<file path="src/rtl/anp_pkg.sv">
`timescale 1ns/1ps
package anp_pkg;
  typedef enum logic [2:0] {
    ST_RESET,
    ST_TRAIN,
    ST_OFFER,
    ST_WAIT,
    ST_LOCK_ALT,
    ST_LOCK_BASE
  } anp_state_e;

  typedef enum logic [1:0] {
    RSP_NONE,
    RSP_ACCEPT,
    RSP_REFUSE
  } anp_rsp_e;
endpackage

</file>
<file path="src/rtl/anp_msg_decode.sv">
`timescale 1ns/1ps
module anp_msg_decode
  import anp_pkg::*;
#(
  parameter int MSG_W       = 4,
  parameter int CODE_ACCEPT = 2
) (
  input  logic             rx_valid,
  input  logic [MSG_W-1:0] rx_code,
  output anp_rsp_e         rsp
);
  localparam logic [MSG_W-1:0] ACC = MSG_W'(CODE_ACCEPT);

  // Only an exact accept counts; every other code, known or not, refuses.
  always_comb begin
    if (!rx_valid)          rsp = RSP_NONE;
    else if (rx_code == ACC) rsp = RSP_ACCEPT;
    else                    rsp = RSP_REFUSE;
  end
endmodule

</file>
<file path="src/rtl/anp_wait_timer.sv">
`timescale 1ns/1ps
module anp_wait_timer #(
  parameter int CNT_W = 16
) (
  input  logic             clk,
  input  logic             rst,
  input  logic             run,
  input  logic [CNT_W-1:0] limit,
  output logic             expire
);
  logic [CNT_W-1:0] cnt;
  logic [CNT_W:0]   cnt_inc;

  assign cnt_inc = {1'b0, cnt} + {{CNT_W{1'b0}}, 1'b1};
  // Last window cycle reached; a limit of 0 behaves like 1.
  assign expire  = run && (cnt_inc >= {1'b0, limit});

  always_ff @(posedge clk) begin
    if (rst || !run)   cnt <= '0;
    else if (!expire)  cnt <= cnt_inc[CNT_W-1:0];
  end

  // Counter restarts from zero whenever the window is not open.
  assert_window_restart_R8: assert property (@(posedge clk) disable iff (rst)
    !run |=> (cnt == '0));
endmodule

</file>
<file path="src/rtl/anp_fsm.sv">
`timescale 1ns/1ps
module anp_fsm
  import anp_pkg::*;
(
  input  logic       clk,
  input  logic       rst,
  input  logic       link_up,
  input  logic       train_done,
  input  logic       alt_enable,
  input  anp_rsp_e   rsp,
  input  logic       expire,
  output anp_state_e state,
  output logic       tx_offer,
  output logic       mode_alt,
  output logic       mode_locked
);
  anp_state_e nxt;

  always_comb begin
    nxt = state;
    if (!link_up) begin
      nxt = ST_RESET;
    end else begin
      case (state)
        ST_RESET:     nxt = ST_TRAIN;
        ST_TRAIN:     if (train_done) nxt = alt_enable ? ST_OFFER : ST_LOCK_BASE;
        ST_OFFER:     nxt = ST_WAIT;
        ST_WAIT: begin
          if (rsp == RSP_ACCEPT)      nxt = ST_LOCK_ALT;
          else if (rsp == RSP_REFUSE) nxt = ST_LOCK_BASE;
          else if (expire)            nxt = ST_LOCK_BASE;
        end
        ST_LOCK_ALT:  nxt = ST_LOCK_ALT;
        ST_LOCK_BASE: nxt = ST_LOCK_BASE;
        default:      nxt = ST_RESET;
      endcase
    end
  end

  // Outputs are registered from the next state so they align with it.
  always_ff @(posedge clk) begin
    if (rst) begin
      state       <= ST_RESET;
      tx_offer    <= 1'b0;
      mode_alt    <= 1'b0;
      mode_locked <= 1'b0;
    end else begin
      state       <= nxt;
      tx_offer    <= (nxt == ST_OFFER);
      mode_alt    <= (nxt == ST_LOCK_ALT);
      mode_locked <= (nxt == ST_LOCK_ALT) || (nxt == ST_LOCK_BASE);
    end
  end

  assert_train_quiet_R2: assert property (@(posedge clk) disable iff (rst)
    (state == ST_TRAIN) |-> (!mode_locked && !tx_offer && !mode_alt));

  assert_disabled_no_offer_R3: assert property (@(posedge clk) disable iff (rst)
    (state == ST_TRAIN && link_up && train_done && !alt_enable)
      |=> (mode_locked && !mode_alt && !tx_offer));

  assert_offer_single_R4: assert property (@(posedge clk) disable iff (rst)
    tx_offer |=> !tx_offer);

  assert_alt_locked_R5: assert property (@(posedge clk) disable iff (rst)
    mode_alt |-> mode_locked);

  assert_alt_after_accept_R5: assert property (@(posedge clk) disable iff (rst)
    $rose(mode_alt) |-> $past(rsp == RSP_ACCEPT));

  assert_refuse_base_R7: assert property (@(posedge clk) disable iff (rst)
    (state == ST_WAIT && link_up && rsp == RSP_REFUSE) |=> (mode_locked && !mode_alt));

  assert_timeout_base_R8: assert property (@(posedge clk) disable iff (rst)
    (state == ST_WAIT && link_up && rsp == RSP_NONE && expire)
      |=> (mode_locked && !mode_alt));

  assert_lock_hold_R9: assert property (@(posedge clk) disable iff (rst)
    (mode_locked && link_up) |=> (mode_locked && $stable(mode_alt)));

  assert_drop_clears_R10: assert property (@(posedge clk) disable iff (rst)
    !link_up |=> (!mode_locked && !mode_alt && !tx_offer));
endmodule

</file>
<file path="src/rtl/altproto_negotiator.sv">
`timescale 1ns/1ps
module altproto_negotiator
  import anp_pkg::*;
#(
  parameter int MSG_W       = 4,
  parameter int CNT_W       = 16,
  parameter int CODE_OFFER  = 1,
  parameter int CODE_ACCEPT = 2
) (
  input  logic             clk,
  input  logic             rst,
  input  logic             link_up,
  input  logic             train_done,
  input  logic             alt_enable,
  input  logic [CNT_W-1:0] timeout_cycles,
  input  logic             rx_msg_valid,
  input  logic [MSG_W-1:0] rx_msg_code,
  output logic             tx_msg_valid,
  output logic [MSG_W-1:0] tx_msg_code,
  output logic             mode_alt,
  output logic             mode_locked
);
  localparam logic [MSG_W-1:0] OFFER = MSG_W'(CODE_OFFER);

  anp_rsp_e   rsp;
  anp_state_e state;
  logic       expire;
  logic       in_wait;
  logic       tx_offer;

  assign in_wait = (state == ST_WAIT);

  anp_msg_decode #(.MSG_W(MSG_W), .CODE_ACCEPT(CODE_ACCEPT)) u_decode (
    .rx_valid (rx_msg_valid),
    .rx_code  (rx_msg_code),
    .rsp      (rsp)
  );

  anp_wait_timer #(.CNT_W(CNT_W)) u_timer (
    .clk    (clk),
    .rst    (rst),
    .run    (in_wait),
    .limit  (timeout_cycles),
    .expire (expire)
  );

  anp_fsm u_fsm (
    .clk         (clk),
    .rst         (rst),
    .link_up     (link_up),
    .train_done  (train_done),
    .alt_enable  (alt_enable),
    .rsp         (rsp),
    .expire      (expire),
    .state       (state),
    .tx_offer    (tx_offer),
    .mode_alt    (mode_alt),
    .mode_locked (mode_locked)
  );

  assign tx_msg_valid = tx_offer;
  assign tx_msg_code  = tx_offer ? OFFER : '0;

  assert_tx_code_R4: assert property (@(posedge clk) disable iff (rst)
    !tx_msg_valid |-> (tx_msg_code == '0));
endmodule

</file>
<file path="config.mk">
export PLATFORM = sky130hd
export DESIGN_NAME = altproto_negotiator
export DESIGN_NICKNAME = d
export VERILOG_FILES = /design/src/rtl/anp_pkg.sv /design/src/rtl/anp_msg_decode.sv /design/src/rtl/anp_wait_timer.sv /design/src/rtl/anp_fsm.sv /design/src/rtl/altproto_negotiator.sv
export SDC_FILE = /design/constraint.sdc
export NUM_CORES = 1
export LEC_CHECK = 0
export BUFFER_PORTS_ARGS = -buffer_cell sky130_fd_sc_hd__buf_2
export CORE_ASPECT_RATIO = 1.2
export CORE_MARGIN = 2
export CORE_UTILIZATION = 40
export CTS_CLUSTER_DIAMETER = 40
export DETAILED_ROUTE_END_ITERATION = 6
export GPL_TIMING_DRIVEN = 0
export PLACE_DENSITY = 0.65
export SLEW_MARGIN = 20
export SYNTH_ARGS = -nofsm -noshare
export SYNTH_HDL_FRONTEND = slang
export SYNTH_SLANG_ARGS = --single-unit
</file>
<file path="constraint.sdc">
create_clock -name clk -period 3.15 [get_ports clk]
set_input_delay 0.4725 -clock clk [delete_from_list [all_inputs] [get_ports clk]]
set_output_delay 0.4725 -clock clk [all_outputs]
set_load 0.005 [all_outputs]
</file>
==> results by group <==
Status
  • Status: finished, violations left
  • Failing checks: negative setup slack

Power and ir drop
  • Static leakage: 0.001122 uW
  • PD cells: 216.1 mW/mm^2
  • Worst vdd ir: 0.2299 mV
  • Final Total Pwr: 511.3 uW

Critical path
  • Launch point of the worst reg-to-reg path: u_timer.cnt[0]
  • Critical path data required time: 3.28 ns
  • Class of the most critical setup path: flop to flop
  • Worst Setup End Kind: flop
  • Setup crit start kind: flop
  • CP arrival: 3.30 ns
  • Worst setup path startpoint: u_timer.cnt[0]
  • Critical Path Fanout Max: 10

Routing
  • Via Count: 1783
  • ANT nets after route: 0
  • Vias per cell: 5.387
  • Drt pass-1 iters: 4
  • DRC viols: 0
  • DR iter-0 viols: 60
  • Avg WL per Cell: 13.85 um
  • Aggregate routed wire length: 4584 um

Placement
  • IO Port Bufs: 29
  • GP Congestion: 0.7697
  • Hpwl dp: 3092 um
  • Setup Slack @ Placement: -0.5003 ns

Global routing
  • Largest net degree at the start of global routing: 12
  • Initial antenna violation count: 0
  • Gr usage total: 18.19%
  • First-pass GRT wire length: 7334 um
  • Vias in the first global route: 1710
  • Remaining Overflow, GRT: 0

Yosys
  • Post-Syn Instances: 225
  • Number of synthesized register bits: 22
  • Synth cell types: 47
  • Most frequent cell after synthesis: nand2_1
  • Post-synth top area share: 25.02%
  • Post-Syn Area: 0.001760 mm^2
  • Top FF cell, synth: dfxtp_1
  • Number of enable flip-flop cells after synthesis: 0
  • Yosys warns: 0
  • Asr flop ratio synth: 0%
  • Synth top area cells: dfxtp_1 (25%), ha_1 (12%), nand2_1 (5.1%), inv_1 (4.1%), nand3_1 (3.7%)
  • Register area share after synthesis: 25.02%
  • Biggest area consumer among synthesized cells: dfxtp_1
  • Syn_area_per_cell: 7.824 um^2
  • Synth cell count leaders: nand2_1 (24), dfxtp_1 (22), inv_1 (19)

Final layout
  • Ratio of cells with drive above 1 in the final layout: 34.55%
  • Area taken by multi-input logic gates: 0.001363 mm^2
  • N_diodes: 0
  • Fillers: 387
  • Area delta synth->final: 34.40%
  • NumNets Final: 320
  • FF/Latch Area: 449.2 um^2

Clock network
  • Sink Count: 22
  • Root Buffer Master: clkbuf_8
  • H-Tree Level Count: 1
  • CTS Buf Count: 3
  • Clock transition at path regs: 0.08 ns
  • Clk buf depth: 2
  • Clock latency on the worst-skew pair: 0.26 ns
  • TritonCTS clock tree: done

Floorplanning
  • Die Y-Extent: 76.67 um
  • Die W: 64.56 um
  • Die ar.: 0.004950 mm^2
  • Core Region: 0.004262 mm^2
  • # IOs: 33
  • Initial Util: 41.31%
  • Cell Rows: 26

STA
  • Tightest Pin Transition: 0.5956 ns
  • # setup viols final: 7
  • Final worst setup slack: -0.02083 ns
  • Max_slew headroom: 60.05%
  • Final Skew: 0.0008748 ns
  • Setup TNS: -0.08475 ns
  • Tcrit/Tclk final: 100.7%
  • RSZ-0062 raised after global routing: true
  • Hold Violations, Final: 0
  • Minimum clock period: 3.171 ns
  • Max Freq: 0.3154 GHz
  • Final Max Tran Viols: 0
  • Hold WS: 0.4193 ns

Run
  • Max Cap Viol: 0

Min path
  • Hold_sp: rx_msg_valid
  • Worst Hold Class: input pin to flop
final timing paths:
kind | to | depth (start not counted) | slack, ns
max | u_timer.cnt[1] | 15 | -0.02
min | u_fsm.state[1] | 2 | 0.42
max reg2reg | u_timer.cnt[1] | 15 | -0.02
min reg2reg | u_timer.cnt[1] | 2 | 0.51
registers in the layout, indices dropped and copies added, names as in the netlist:
name / count
u_fsm.mode_alt: 1
u_fsm.mode_locked: 1
u_fsm.state: 3
u_fsm.tx_offer: 1
u_timer.cnt: 16
layer usage:
layer | track usage, % | wire length (um) | vias up
li1 | - | - | 900
met3 | 2.493 | 184 | 10
met5 | 0 | 0 | -
met4 | 6.809 | 109 | 0
met1 | 22.86 | 2052 | 823
met2 | 31.25 | 2237 | 50
cell type report:
cell class	instances	share of cell area, %
plain buffers	13	3.860
clock buffers	3	1.745
inverters	19	3.014
multi-input cells	172	57.59
flip-flops and latches	22	18.98
well taps	56	2.961
repair buffers	46	11.85
cell families after synthesis:
family / count (synthesis) / synth area share, %
other: 1 / 0.2130
flip-flops: 22 / 25.02
multiplexers: 5 / 2.914
AND/OR/NAND/NOR: 86 / 25.44
AO/OA/AOI/OAI: 47 / 19.05
XOR/XNOR: 14 / 6.965
buffers and inverters: 33 / 8.316
adder cells (fa/ha/maj): 17 / 12.08
where the power goes:
| group | internal, uW | total (uW) | switching, uW |
|---|---|---|---|
| Combinational | 28.3 | 53.4 | 25.1 |
| Sequential | 279 | 281 | 2.27 |
| Clock | 85.5 | 177 | 91.5 |
layout by cell type, fill, tap and decap left out, drive strengths merged, types with 5 or more instances in the layout:
cell type,instances
a21oi,10
and3,5
buf,55
clkbuf,7
dfxtp,22
ha,17
inv,19
nand2,25
nand3,13
nand4,7
nor2,10
o21ai,7
o31ai,5
or3,8
xnor2,7
xor2,7
worst max-delay path, stage by stage (launching register included):
cell and delay (ns):
dfxtp_4 0.38, and3_4 0.20, and3_4 0.19, buf_6 0.11
nand4_1 0.17, nor3_2 0.33, xnor2_1 0.13, ha_1 0.36
nand3_2 0.11, nor3_4 0.16, nand4_1 0.19, o21a_2 0.30
buf_6 0.15, buf_4 0.13, nand3_2 0.06, a21oi_1 0.06
through the flow:
stage | instance area [um^2] | cells | utilization, %
after global routing | 2366 | 331 | 55.52
after floorplan | 1768 | 227 | -
after global placement | 1983 | 312 | 46.54
after CTS | 2167 | 322 | 50.85
final | 2366 | 331 | 55.52
after detailed placement | 1983 | 312 | 46.54
what timing repair did:
item / in CTS / in global routing
endpoints found under the hold margin: 0 / 0
endpoints found under the setup margin: 19 / 19
hold buffers: 0 / 0
gates cloned: 0 / 1
gates resized for setup: 28 / 32
setup buffers: 7 / 9
pin swaps: 8 / 16
Note: power is estimated with default switching activity, not from simulation.
